$ cat config.mk
export PLATFORM = sky130hd
export DESIGN_NAME = cal_assembler
export DESIGN_NICKNAME = d
export VERILOG_FILES = /design/src/rtl/cal_pkg.sv /design/src/rtl/cal_word_decode.sv /design/src/rtl/cal_seq_ctrl.sv /design/src/rtl/cal_page_store.sv /design/src/rtl/cal_assembler.sv
export SDC_FILE = /design/constraint.sdc
export NUM_CORES = 1
export LEC_CHECK = 0
export CORE_ASPECT_RATIO = 0.7
export CORE_MARGIN = 2
export CORE_UTILIZATION = 46
export CTS_CLUSTER_DIAMETER = 80
export DETAILED_ROUTE_END_ITERATION = 7
export GPL_TIMING_DRIVEN = 1
export PLACE_DENSITY = 0.76
export REMOVE_ABC_BUFFERS = 1
export SYNTH_ARGS = -nofsm -noshare
export SYNTH_HDL_FRONTEND = slang
export SYNTH_SLANG_ARGS = --single-unit
$ cat constraint.sdc
create_clock -name clk -period 2.8 [get_ports clk]
set_clock_uncertainty 0.15 [all_clocks]
set_input_delay 0.28 -clock clk [delete_from_list [all_inputs] [get_ports clk]]
set_output_delay 0.28 -clock clk [all_outputs]
set_load 0.05 [all_outputs]
$ cat src/rtl/cal_pkg.sv
package cal_pkg;
   typedef enum logic [1:0] {
      CW_DATA  = 2'd0,
      CW_BURST = 2'd1,
      CW_IDLE  = 2'd2,
      CW_RSVD  = 2'd3
   } cw_kind_e;
endpackage

$ cat src/rtl/cal_word_decode.sv
module cal_word_decode
   import cal_pkg::*;
#(
   parameter int WORD_W   = 64,
   parameter int PAGE_W   = 16,
   parameter int PAGE_LSB = 40,
   parameter int RST_BIT  = 56
) (
   input  logic              vld,
   input  logic [1:0]        kind,
   input  logic [WORD_W-1:0] word,
   output logic              evt,
   output logic              rst_flag,
   output logic [PAGE_W-1:0] page
);
   cw_kind_e kind_e;

   always_comb begin
      kind_e   = cw_kind_e'(kind);
      evt      = vld && ((kind_e == CW_BURST) || (kind_e == CW_IDLE));
      rst_flag = word[RST_BIT];
      page     = word[PAGE_LSB +: PAGE_W];
   end
endmodule

$ cat src/rtl/cal_seq_ctrl.sv
module cal_seq_ctrl #(
   parameter int NPAGES = 4,
   localparam int CNT_W = $clog2(NPAGES + 1)
) (
   input  logic              clk,
   input  logic              rst_n,
   input  logic              evt,
   input  logic              rst_flag,
   output logic [NPAGES-1:0] lane_sel,
   output logic              done,
   output logic              err_q
);
   logic             active_q;
   logic [CNT_W-1:0] cnt_q;

   for (genvar i = 0; i < NPAGES; i++) begin : g_sel
      if (i == 0) begin : g_first
         assign lane_sel[i] = evt && (rst_flag || (active_q && cnt_q == CNT_W'(0)));
      end else begin : g_rest
         assign lane_sel[i] = evt && !rst_flag && active_q && (cnt_q == CNT_W'(i));
      end
   end

   assign done = evt && !rst_flag && active_q && (cnt_q == CNT_W'(NPAGES - 1));

   always_ff @(posedge clk) begin
      if (!rst_n) begin
         active_q <= 1'b0;
         cnt_q    <= '0;
         err_q    <= 1'b0;
      end else begin
         err_q <= evt && rst_flag && active_q && (cnt_q != '0);
         if (evt) begin
            if (rst_flag) begin
               active_q <= 1'b1;
               cnt_q    <= CNT_W'(1);
            end else if (active_q) begin
               if (cnt_q == CNT_W'(NPAGES - 1)) begin
                  active_q <= 1'b0;
                  cnt_q    <= '0;
               end else begin
                  cnt_q <= cnt_q + CNT_W'(1);
               end
            end
         end
      end
   end

   p_err_cause_r7: assert property (@(posedge clk) disable iff (!rst_n)
      err_q |-> $past(evt && rst_flag));
   p_cnt_range_r5: assert property (@(posedge clk) disable iff (!rst_n)
      cnt_q < CNT_W'(NPAGES));
   p_quiet_hold_r6: assert property (@(posedge clk) disable iff (!rst_n)
      !evt |=> ($stable(cnt_q) && $stable(active_q)));
   p_one_lane_r4: assert property (@(posedge clk) disable iff (!rst_n)
      $onehot0(lane_sel));
endmodule

$ cat src/rtl/cal_page_store.sv
module cal_page_store #(
   parameter int PAGE_W = 16,
   parameter int NPAGES = 4,
   localparam int CAL_W = PAGE_W * NPAGES
) (
   input  logic              clk,
   input  logic              rst_n,
   input  logic [PAGE_W-1:0] page,
   input  logic [NPAGES-1:0] lane_sel,
   input  logic              done,
   output logic [CAL_W-1:0]  cal_q,
   output logic              upd_q
);
   logic [NPAGES-2:0][PAGE_W-1:0] lane_q;
   logic [CAL_W-1:0]              full_w;

   for (genvar i = 0; i < NPAGES - 1; i++) begin : g_lane
      always_ff @(posedge clk) begin
         if (!rst_n)           lane_q[i] <= '0;
         else if (lane_sel[i]) lane_q[i] <= page;
      end
      assign full_w[(NPAGES-1-i)*PAGE_W +: PAGE_W] = lane_q[i];
   end
   assign full_w[PAGE_W-1:0] = page;

   always_ff @(posedge clk) begin
      if (!rst_n) begin
         cal_q <= '0;
         upd_q <= 1'b0;
      end else begin
         upd_q <= done && (full_w != cal_q);
         if (done) cal_q <= full_w;
      end
   end

   p_upd_is_change_r8: assert property (@(posedge clk) disable iff (!rst_n)
      upd_q |-> (cal_q != $past(cal_q)));
   p_hold_no_upd_r5: assert property (@(posedge clk) disable iff (!rst_n)
      !upd_q |-> $stable(cal_q));
endmodule

$ cat src/rtl/cal_assembler.sv
module cal_assembler #(
   parameter int WORD_W   = 64,
   parameter int PAGE_W   = 16,
   parameter int NPAGES   = 4,
   parameter int PAGE_LSB = 40,
   parameter int RST_BIT  = 56,
   localparam int CAL_W   = PAGE_W * NPAGES
) (
   input  logic              clk,
   input  logic              rst_n,
   input  logic              cw_vld,
   input  logic [1:0]        cw_kind,
   input  logic [WORD_W-1:0] cw_word,
   output logic [CAL_W-1:0]  cal_out,
   output logic              cal_upd,
   output logic              cal_seq_err
);
   if (NPAGES < 2) begin : g_bad_npages
      $error("cal_assembler: NPAGES must be at least 2");
   end
   if (PAGE_LSB + PAGE_W > WORD_W) begin : g_bad_field
      $error("cal_assembler: page field exceeds word width");
   end
   if (RST_BIT >= WORD_W || (RST_BIT >= PAGE_LSB && RST_BIT < PAGE_LSB + PAGE_W)) begin : g_bad_rst
      $error("cal_assembler: restart bit misplaced");
   end

   logic              evt;
   logic              rst_flag;
   logic [PAGE_W-1:0] page;
   logic [NPAGES-1:0] lane_sel;
   logic              done;

   cal_word_decode #(
      .WORD_W(WORD_W), .PAGE_W(PAGE_W), .PAGE_LSB(PAGE_LSB), .RST_BIT(RST_BIT)
   ) u_dec (
      .vld(cw_vld), .kind(cw_kind), .word(cw_word),
      .evt(evt), .rst_flag(rst_flag), .page(page)
   );

   cal_seq_ctrl #(.NPAGES(NPAGES)) u_seq (
      .clk(clk), .rst_n(rst_n), .evt(evt), .rst_flag(rst_flag),
      .lane_sel(lane_sel), .done(done), .err_q(cal_seq_err)
   );

   cal_page_store #(.PAGE_W(PAGE_W), .NPAGES(NPAGES)) u_store (
      .clk(clk), .rst_n(rst_n), .page(page), .lane_sel(lane_sel),
      .done(done), .cal_q(cal_out), .upd_q(cal_upd)
   );

   p_err_upd_apart_r7: assert property (@(posedge clk) disable iff (!rst_n)
      !(cal_seq_err && cal_upd));
endmodule

==> flow_summary.toml, run 1 <==
[hold_path]
hp-class = "in2reg"

[timing]
setup_viol = 0
slew_headroom = 0.633
rsz0062_at_grt = "no"
period_share = 0.766
final.min_clock_period_ps = 2140
hold_ws_ps = 194
hold_viol = 0
slew_violations = 0
fmax_ghz = 0.466
tightest_slew_ps = 549

[die]
core_area_um2 = 11000
row_count = 32
io_pins = 135
die_area_um2 = 12200
chipWidth_um = 131
start_util = 0.472
die_y_um = 93.0

[global_route]
antenna_found_initial = 0
first_global_vias = 4130
grt_pass1_wl_um = 20600
grtUsageTotal = 0.221
grt_remaining_overflow = 0
grt_max_degree = 65

[drt]
vias = 4216
ant_nets = 0
wl_per_cell_um = 15.7
drc = 0
avgViaCountPerCell = 5.15
initialDrtViolationCount = 270
drt_wl_total_um = 12800
drt-pass1-iter-count = 4

[clock_network]
postCtsResizedCells = 0
clock-root-buffer = "clkbuf_16"
cts_buffer_depth = 2
cts_setup_buffers = 0
cts_tree = "done"
path_clk_slew_ps = 50
cts_sinks = 118
cts_inserted_buffers = 17
insertion_delay_ps = 400
postCtsHoldBufs = 0
htreeDepth = 4

[setup_path]
cp_num_buf_inv = 2
path_cells = "clkdlybuf4s50_1 -> xor2_1 -> nand3_2 -> or4b_1 -> buf_4 -> nand3_1 -> o21ai_2"
arrival_ps = 2280
cp_top_family = "simple AND/OR/NAND/NOR gates"
crit_required_ps = 2930
critPathKind = "in2reg"
cp_slowest_cell = "or4b_1"
cp-start-kind = "input pin"
path_max_fanout = 32
critPathCaptureType = "register"
cp_slowest_stage_delay_ps = 540

[pwr]
p_sw_w = 0.000819
total_leakage_power_nw = 2.25
seqPwrFrac = 0.443
switching_share = 0.213
max-vdd-ir-drop_mv = 0.408
p_clk_frac = 0.507
cellPowerDensity_nw_per_um2 = 576
p_int_w = 0.00303
p_comb_frac = 0.050

[cells_and_area]
area.growth.synth_to_final_pct = 28.5
layout.nets = 729
final_area_um2 = 6680
layout-drive-gt1-share = 0.0961
diodes = 0

[placement]
numPortBuffers = 87
placed_area_um2 = 6140
dp_hpwl_um = 8540
gp_congestion = 0.802

[synthesis]
synth_seq_area_share = 0.454
avgSynthCellArea_um2 = 8.95
postSynthCellCount = 581
yosysWarningCount = 0
synth_area_um2 = 5200
synth_seq_cells = 118
synth_cell_types = 34

[status]
outcome = "complete, no violations"

[job]
maxCapViolCount = 0
[flip-flops by register name (all words and copies together), names as in the netlist]
name	flops
u_seq.err_q	1
u_store.full_w	48
u_seq.active_q	1
u_seq.cnt_q	3
u_store.cal_q	64
u_store.upd_q	1
[layout make-up]
type | instances | area (µm²)
Clock inverter | 4 | 20.0
Sequential cell | 118 | 2360
Tap cell | 153 | 191
Multi-Input combinational cell | 421 | 2610
Inverter | 3 | 11.3
Timing Repair Buffer | 95 | 966
Clock buffer | 25 | 515
Fill cell | 961 | 4330
[Yosys cell counts (all sizes together)]
library cell  count  area [µm²]
xor2              1        8.76
nor2b            17         106
buf              23         148
nor4              4        25.0
o211a             1        10.0
nand2           147         552
dfxtp           118        2360
nand3            34         175
nor2              3        11.3
a31oi             1        6.26
or4b              2        20.0
ha                4        50.1
nand4            17         106
o21ai            36         270
or3               1        7.51
nand2b            2        12.5
and3              1        6.26
nor3              1        5.00
a32oi             1        8.76
clkbuf           16        70.1
xnor2            64         561
a21oi             1        5.00
inv               3        11.3
and2              2        13.8
mux2i            16         160
a21boi           65         488
[routing by layer]
layer / routed length [µm] / track usage / vias to the layer above
li1: - / - / 2091
met1: 6170 / 0.292 / 2014
met2: 5950 / 0.352 / 95
met3: 521 / 0.0508 / 16
met4: 187 / 0.0798 / 0
met5: 0 / 0 / -
[power by group through the flow]
stage	sequential, W	clock [W]	combinational [W]
CTS	0.00171	0.00199	0.000192
floorplan	0.00174	0	0.0000900
detailed placement	0.00174	0	0.000191
global placement	0.00174	0	0.000187
finish	0.00171	0.00195	0.000192
global route	0.00171	0.00206	0.000208
[worst paths after layout]
| kind | depth (start not counted) | slack (ps) | endpoint | from |
|---|---|---|---|---|
| max | 7 | 660 | u_store.full_w[34] | cw_kind[1] |
| max reg2reg | 6 | 820 | u_store.cal_q[23] | u_seq.cnt_q[0] |
| min | 2 | 190 | u_seq.cnt_q[2] | rst_n |
| min reg2reg | 2 | 340 | u_store.cal_q[27] | u_store.full_w[27] |
[through the flow]
step | setup slack (ps) | utilization | TNS (ps) | power (W) | std cells
4_1_cts | 683 | 0.607 | 0 | 0.00389 | 819
3_3_place_gp | 322 | 0.558 | 0 | 0.00193 | 790
3_5_place_dp | 279 | 0.558 | 0 | 0.00193 | 790
6_report | 656 | 0.607 | 0 | 0.00385 | 819
2_1_floorplan | -1700 | - | -102990 | 0.00183 | 542
5_1_grt | 512 | 0.607 | 0 | 0.00398 | 819
[logic make-up (layout without fill, tap and decap cells)]
family                     Yosys count  in the layout  share of synthesized area
AOI/OAI and AO/OA                  105            105                      0.152
and+or+nand+nor                    231            231                      0.200
adders and majority gates            4              4                    0.00963
buffers and inverters               42            127                     0.0440
DFF                                118            118                      0.454
xor gates and xnor gates            65             65                      0.109
muxes                               16             16                     0.0308
[cell usage in the layout, fill, tap and decap left out, drive strengths merged]
master,n
nand2,147
dfxtp,118
clkdlybuf4s50,86
a21boi,65
xnor2,64
o21ai,36
nand3,34
clkbuf,25
nor2b,17
nand4,17
mux2i,16
buf,9
nor4,4
ha,4
clkinv,4
inv,3
nor2,3
nand2b,2
or4b,2
and2,2
xor2,1
nor3,1
or3,1
and3,1
a21oi,1
o211a,1
a32oi,1
a31oi,1
No activity file was read; power rests on OpenSTA's default activity.
==> run 2: changes to the inputs <==
Settings changed: CORE_UTILIZATION 46 to 44.
Clock period 2.8 ns to 1.8 ns, I/O delays scaled along.
==> flow_summary.toml, run 2 (same netlist as run 1, synthesis figures left out) <==
[status]
outcome = "finished with violations"
violations = "setup timing"

[drt]
avgViaCountPerCell = 5.27
vias = 4559
initialDrtViolationCount = 392
wl_per_cell_um = 16.8
drt-pass1-iter-count = 5
drt_wl_total_um = 14500
ant_nets = 0
drc = 0

[clock_network]
cts_tree = "done"
cts_inserted_buffers = 17
htreeDepth = 4
cts_sinks = 118
path_clk_slew_ps = 50
clock-root-buffer = "clkbuf_16"
insertion_delay_ps = 410
cts_buffer_depth = 2

[cells_and_area]
stdcell_count = 865
regMostFlops = "u_store.cal_q"
final_area_um2 = 7150
seq_area_um2 = 2370
diodes = 0
multiInputGateArea_um2 = 2660
largest_reg_flops = 64
area.growth.synth_to_final_pct = 37.4
post-route-util = 0.616
layout-drive-gt1-share = 0.257
nFillCells = 940
layout_commonest_cell = "nand2_1"
layout.nets = 768
final_cell_mix = "nand2_1 (147), dfxtp_1 (116), buf_4 (97)"

[setup_path]
crit_required_ps = 1940
cp_slowest_stage_delay_ps = 360
rr_endpoint = "u_store.full_w[52]"
cp_num_buf_inv = 3
path_max_fanout = 8
crit_path_end = "u_store.full_w[52]"
cp_slowest_cell = "dfxtp_4"
reg2reg_depth = 9
cp_top_family = "buffers and inverters"
reg2reg_from = "u_seq.cnt_q[0]"
worstSetupStartpoint = "u_seq.cnt_q[0]"
arrival_ps = 1990
path_cells = "inv_2 -> ha_1 -> nand2b_1 -> nor2_1 -> o21ai_2 -> buf_6 -> clkbuf_16 -> mux2i_1 -> nor2b_1"
cp_num_cells = 9
critPathCaptureType = "register"
cp-start-kind = "register"
reg2reg_slack_ps = -50
critPathKind = "reg2reg"

[timing]
fmax_ghz = 0.542
period_share = 1.03
final.min_clock_period_ps = 1850
finalWorstSetupSlack_ps = -45.6
slew_headroom = 0.674
slew_violations = 0
setup_viol = 2
tightest_slew_ps = 491
hold_viol = 0

[die]
die_area_um2 = 12700
start_util = 0.448
core_area_um2 = 11600
chipWidth_um = 134
die_y_um = 95.0
row_count = 33
io_pins = 135

[global_route]
antenna_found_initial = 0
first_global_vias = 4320
grt_max_degree = 73
grtUsageTotal = 0.226
grt_pass1_wl_um = 21900
grt_remaining_overflow = 0

[pwr]
total_leakage_power_nw = 2.72
max-vdd-ir-drop_mv = 0.768
cellPowerDensity_nw_per_um2 = 935

[hold_path]
min_from = "rst_n"
hp-class = "in2reg"

[job]
maxCapViolCount = 0

[placement]
dp_cells = 826
placed_area_um2 = 6290
numPortBuffers = 87
dp_hpwl_um = 8910
gp_congestion = 0.768
==> run 2: changes by cell type in the layout (fill, tap and decap cells not counted), sizes merged <==
cell / delta
buf: +101
dlygate4sd2: +3
clkbuf: +4
bufinv: +3
clkdlybuf4s50: -68
clkinv: -3
clkinvlp: +2
==> run 2: report_power, final <==
group,switching [W],internal (W),total [W],leakage (nW)
sequential,0.0000189,0.00263,0.00265,0.953
clock,0.00119,0.00247,0.00367,0.315
combinational,0.000182,0.000186,0.000368,1.45
total,0.00139,0.00529,0.00668,2.72
==> run 2: repair_timing <==
item | in CTS | in global routing
resized for setup | 9 | 31
hold buffers | 0 | 0
pin swaps | 3 | 2
endpoints found under the setup margin | 78 | 67
cloned | 2 | 3
hold endpoints to repair | 0 | 0
buffers inserted | 1 | 1
==> run 2: area by class of cell <==
cell class	instances	area share
flip-flops and latches	118	0.332
well taps	157	0.0275
clock inverters	6	0.0154
repair buffers	134	0.176
inverters	3	0.00158
clock buffers	26	0.0755
multi-input cells	421	0.372
==> run 2: through the flow <==
step / hold slack, ps / setup slack [ps] / power, W / setup TNS [ps]
after floorplan: 152 / -2700 / 0.00284 / -179840
after global placement: 323 / -427 / 0.00304 / -35640
after detailed placement: 333 / -468 / 0.00304 / -38520
after CTS: 8.17 / 7.24 / 0.00667 / 0
after global routing: 7.77 / -96.7 / 0.00687 / -1190
final: 11.7 / -45.6 / 0.00668 / -84.4
==> run 2: worst min-delay path by stage <==
stage / endpoint / cells after the start
floorplan: u_seq.cnt_q[0] / 1
global placement: u_store.cal_q[60] / 2
detailed placement: u_store.cal_q[12] / 2
CTS: u_seq.cnt_q[2] / 2
global route: u_seq.cnt_q[2] / 2
finish: u_seq.cnt_q[2] / 2
==> run 2: metal layers <==
metal	track usage	routed length, µm
met1	0.293	6570
met2	0.357	6670
met3	0.0773	1070
met4	0.0674	212
met5	0	0
==> run 3: changes to the inputs <==
Settings changed: ABC_CLOCK_PERIOD_IN_PS set to 1800.
==> results of run 3 <==
No change in the layout: final DEF, timing and power equal those of run 2.
